## config.mk

```make
export PLATFORM = sky130hd
export DESIGN_NAME = apb_slot_decoder
export DESIGN_NICKNAME = d
export VERILOG_FILES = /design/src/rtl/apb_slot_pkg.sv /design/src/rtl/apb_slot_ctrl.sv /design/src/rtl/apb_slot_mux.sv /design/src/rtl/apb_slot_decoder.sv
export SDC_FILE = /design/constraint.sdc
export NUM_CORES = 1
export LEC_CHECK = 0
export ABC_AREA = 1
export BUFFER_PORTS_ARGS = -buffer_cell sky130_fd_sc_hd__buf_4
export CAP_MARGIN = 30
export CORE_AREA = 2 2 186 188
export DETAILED_ROUTE_END_ITERATION = 6
export DIE_AREA = 0 0 188 190
export PLACE_DENSITY_LB_ADDON = 0.2
export SLEW_MARGIN = 20
export SYNTH_ARGS = -nofsm -noshare
export SYNTH_HDL_FRONTEND = slang
export SYNTH_SLANG_ARGS = --single-unit
```

## constraint.sdc

```tcl
create_clock -name vclk -period 2.35
set_input_delay 0.47 -clock vclk [all_inputs]
set_output_delay 0.47 -clock vclk [all_outputs]
set_load 0.02 [all_outputs]
```

## src/rtl/apb_slot_pkg.sv

```systemverilog
package apb_slot_pkg;
  // Strobes from decode control to the return datapath.
  typedef struct packed {
    logic idle;      // no select from the processor
    logic unmapped;  // select lands on an index with no slot
    logic access;    // select together with the access-phase strobe
  } slotStrobe_t;
endpackage

```

## src/rtl/apb_slot_ctrl.sv

```systemverilog
module apb_slot_ctrl
  import apb_slot_pkg::*;
#(
  parameter int ADDR_W    = 12,
  parameter int SEL_LSB   = 8,
  parameter int SEL_W     = 4,
  parameter int NUM_SLOTS = 12,
  parameter int BASE_IDX  = 4
) (
  input  logic                 pClk,
  input  logic                 pResetN,
  input  logic                 pSel,
  input  logic                 pEnable,
  input  logic [ADDR_W-1:2]    pAddr,
  output logic [NUM_SLOTS-1:0] slotSel,
  output slotStrobe_t          strobe
);
  logic [SEL_W-1:0] winIdx;
  assign winIdx = pAddr[SEL_LSB+SEL_W-1:SEL_LSB];

  for (genvar s = 0; s < NUM_SLOTS; s++) begin : g_match
    localparam logic [SEL_W-1:0] MATCH = SEL_W'(BASE_IDX + s);
    assign slotSel[s] = pSel && (winIdx == MATCH);
  end

  assign strobe.idle     = !pSel;
  assign strobe.unmapped = pSel && !(|slotSel);
  assign strobe.access   = pSel && pEnable;


  onehot_sel_chk: assert property (@(posedge pClk) disable iff (!pResetN)
    $onehot0(slotSel));


  idle_sel_chk: assert property (@(posedge pClk) disable iff (!pResetN)
    !pSel |-> (slotSel == '0));


  low_idx_chk: assert property (@(posedge pClk) disable iff (!pResetN)
    (pSel && (winIdx < SEL_W'(BASE_IDX))) |-> (slotSel == '0));
endmodule

```

## src/rtl/apb_slot_mux.sv

```systemverilog
module apb_slot_mux
  import apb_slot_pkg::*;
#(
  parameter int DATA_W    = 32,
  parameter int NUM_SLOTS = 12
) (
  input  logic                        pClk,
  input  logic                        pResetN,
  input  logic [NUM_SLOTS-1:0]        slotSel,
  input  slotStrobe_t                 strobe,
  input  logic [NUM_SLOTS*DATA_W-1:0] slotRdata,
  input  logic [NUM_SLOTS-1:0]        slotReady,
  input  logic [NUM_SLOTS-1:0]        slotErr,
  output logic [DATA_W-1:0]           pRdata,
  output logic                        pReady,
  output logic                        pSlvErr
);
  logic [DATA_W-1:0] dataAcc;

  always_comb begin
    dataAcc = '0;
    for (int s = 0; s < NUM_SLOTS; s++) begin
      dataAcc = dataAcc | ({DATA_W{slotSel[s]}} & slotRdata[s*DATA_W +: DATA_W]);
    end
  end

  assign pRdata  = dataAcc;
  assign pReady  = (|(slotSel & slotReady)) | strobe.unmapped;
  assign pSlvErr = (|(slotSel & slotErr)) | (strobe.unmapped & strobe.access);


  unmapped_resp_chk: assert property (@(posedge pClk) disable iff (!pResetN)
    strobe.unmapped |-> (pReady && (pRdata == '0)));


  idle_resp_chk: assert property (@(posedge pClk) disable iff (!pResetN)
    strobe.idle |-> (!pReady && !pSlvErr && (pRdata == '0)));
endmodule

```

## src/rtl/apb_slot_decoder.sv

```systemverilog
module apb_slot_decoder
  import apb_slot_pkg::*;
#(
  parameter int ADDR_W    = 12,
  parameter int DATA_W    = 32,
  parameter int SEL_LSB   = 8,
  parameter int SEL_W     = 4,
  parameter int NUM_SLOTS = 12,
  parameter int BASE_IDX  = 4,
  localparam int REG_W    = SEL_LSB - 2
) (
  input  logic                        pClk,
  input  logic                        pResetN,
  input  logic                        pSel,
  input  logic                        pEnable,
  input  logic [ADDR_W-1:2]           pAddr,
  output logic [DATA_W-1:0]           pRdata,
  output logic                        pReady,
  output logic                        pSlvErr,
  output logic [NUM_SLOTS-1:0]        slotSel,
  output logic [REG_W-1:0]            regIdx,
  input  logic [NUM_SLOTS*DATA_W-1:0] slotRdata,
  input  logic [NUM_SLOTS-1:0]        slotReady,
  input  logic [NUM_SLOTS-1:0]        slotErr
);
  slotStrobe_t strobe;

  assign regIdx = pAddr[SEL_LSB-1:2];

  apb_slot_ctrl #(
    .ADDR_W(ADDR_W), .SEL_LSB(SEL_LSB), .SEL_W(SEL_W),
    .NUM_SLOTS(NUM_SLOTS), .BASE_IDX(BASE_IDX)
  ) ctrl_i (
    .pClk(pClk), .pResetN(pResetN), .pSel(pSel), .pEnable(pEnable),
    .pAddr(pAddr), .slotSel(slotSel), .strobe(strobe)
  );

  apb_slot_mux #(.DATA_W(DATA_W), .NUM_SLOTS(NUM_SLOTS)) mux_i (
    .pClk(pClk), .pResetN(pResetN), .slotSel(slotSel), .strobe(strobe),
    .slotRdata(slotRdata), .slotReady(slotReady), .slotErr(slotErr),
    .pRdata(pRdata), .pReady(pReady), .pSlvErr(pSlvErr)
  );


  sel_needs_psel_chk: assert property (@(posedge pClk) disable iff (!pResetN)
    (|slotSel) |-> pSel);
endmodule

```

==> impl_results.md <==
- Post-DP HPWL: 23920 microns
- Vias in the first global route: 6701
- Hold_buf cts: 0
- FILL cells: 4001
- Hold Violations, Final: 0
- Max-cap violations: 0
- Final WL: 29360 microns
- Req. time, crit path: 1.88 ns
- Final worst slack: 0.08240 ns
- Total die area: 0.03572 sq mm
- # DRC: 0
- Worst setup EP type: output port
- Hold WC Path Type: in2out
- Vias per inst: 3.783
- Number of port buffers: 460
- Grt total ovfl: 0
- Netlist Area Pre-Place: 0.003455 sq mm
- Status: finished, final reports clean
- # IOs: 474
- Commonest non-fill, non-tap cell in the layout: nand2_1
- Crit Path Category: in2out
- Commonest non-fill, non-tap cells in the layout: 606 x nand2_1, 495 x buf_4, 108 x nor2_1, 38 x nand3_1, 26 x buf_12
- Via count: 6703
- Yosys warning total: 0
- Sequential-to-total area share from yosys stat: 0
- Seq_cells: 0
- Fmax: 441.0 MHz
- Fin util: 0.2378
- Clock Buffer Count: 0
- N_diodes: 0
- Startpoint Class: input pin
- Share of cells above drive strength 1: 0.4169
- Leakage power: 4.755 nW
- GRT Overall Usage: 0.1471
- Post-Syn Nets: 1254
- Pin count of the biggest net entering global routing: 24
- Worst relative slew slack: 0.8083
- Pwr/cell area: 125.0 mW/mm^2
- CP Max Fanout: 7
- Initial antenna violation count: 0
- Initial DRC count: 203
- Cell variety after synth: 12
- Gpl congestion: 0.8830
- Final setup vio count: 0
- Critical path arrival: 1.80 ns
- Mean post-synth cell area: 4.152 sq um
- Pre-antenna DRT Iters: 4
- Row Count: 68
- Core box area: 0.03395 sq mm
- Register area: 0 sq um
- Fin crit period: 2.268 ns
- Fin nets: 1741
- DIE HEIGHT: 190 microns
- Final hold slack: 0.9400 ns
- Initial Utilization: 0.1018
- Place WS: -0.03617 ns
- Routed len/inst: 16.57 microns
- Tot Pwr: 1.009 mW
- Post-route ant nets: 0
- Die Wd: 188 microns
- First-pass GRT wire length: 39900 microns
- Period utilization: 0.9649
- Peak supply drop: 66.63 uV
- Layout area overhead: 133.7%
- Gate Count Post-Synth: 832
- Slew @ Worst Pin: 0.2864 ns
- Slew Viols, Final: 0
logic make-up after synthesis:
kind of cell | Yosys count | synth area share
buf+inv | 56 | 0.1029
simple gates | 776 | 0.8971
worst paths after layout:
| kind | from | end | cells past startpoint |
|---|---|---|---|
| worst max-delay path | pAddr[8] | pRdata[3] | 11 |
| worst min-delay path | pAddr[7] | regIdx[5] | 0 |
where the power goes:
part	switching, mW	internal, mW	leakage [nW]	total, mW
combinational	0.393	0.616	4.76	1.01
sequential	0	0	0	0
clock	0	0	0	0
total	0.393	0.616	4.76	1.01
worst max-delay path, cell delays in order:
cell	delay [ns]
buf_4	0.13
inv_1	0.09
nand2_2	0.14
nor2_4	0.21
buf_12	0.16
buf_12	0.12
nand2_1	0.05
nand2_1	0.10
nor2_1	0.05
nand3_1	0.10
buf_4	0.16
area by class of cell:
| type | instances | area (sq um) | share of cell area |
|---|---|---|---|
| inverters | 13 | 48.80 | 0.006044 |
| repair buffers | 528 | 4347 | 0.5384 |
| multi-input cells | 776 | 3109 | 0.3851 |
| well taps | 455 | 569.3 | 0.07051 |
cells in the mapped netlist (all sizes together):
| master | instances | share of area |
|---|---|---|
| buf | 43 | 0.089 |
| inv | 13 | 0.014 |
| nor3 | 4 | 0.0058 |
| nand3 | 41 | 0.070 |
| nand4 | 1 | 0.0018 |
| nor2 | 120 | 0.16 |
| nand2 | 610 | 0.66 |
repair_timing:
| action | in CTS | in global routing |
|---|---|---|
| gates resized for setup | 2 | 11 |
| buffers inserted | 0 | 15 |
| setup endpoints to repair | 1 | 21 |
| pin swaps | 1 | 7 |
| gates cloned | 0 | 2 |
per-stage QoR:
step,cell area (sq um),instances,setup TNS (ns)
2_1_floorplan,3455,832,0
3_3_place_gp,7829,1755,0
3_5_place_dp,7829,1755,-0.03617
4_1_cts,7835,1755,0
5_1_grt,8074,1772,-0.02257
6_report,8074,1772,0
metal layers:
layer / routed length [microns] / track usage
met3: 1937 / 0.02472
met5: 0 / 0
met4: 576 / 0.02968
met1: 12320 / 0.1825
met2: 14520 / 0.2664
No activity file was read; power rests on OpenSTA's default activity.
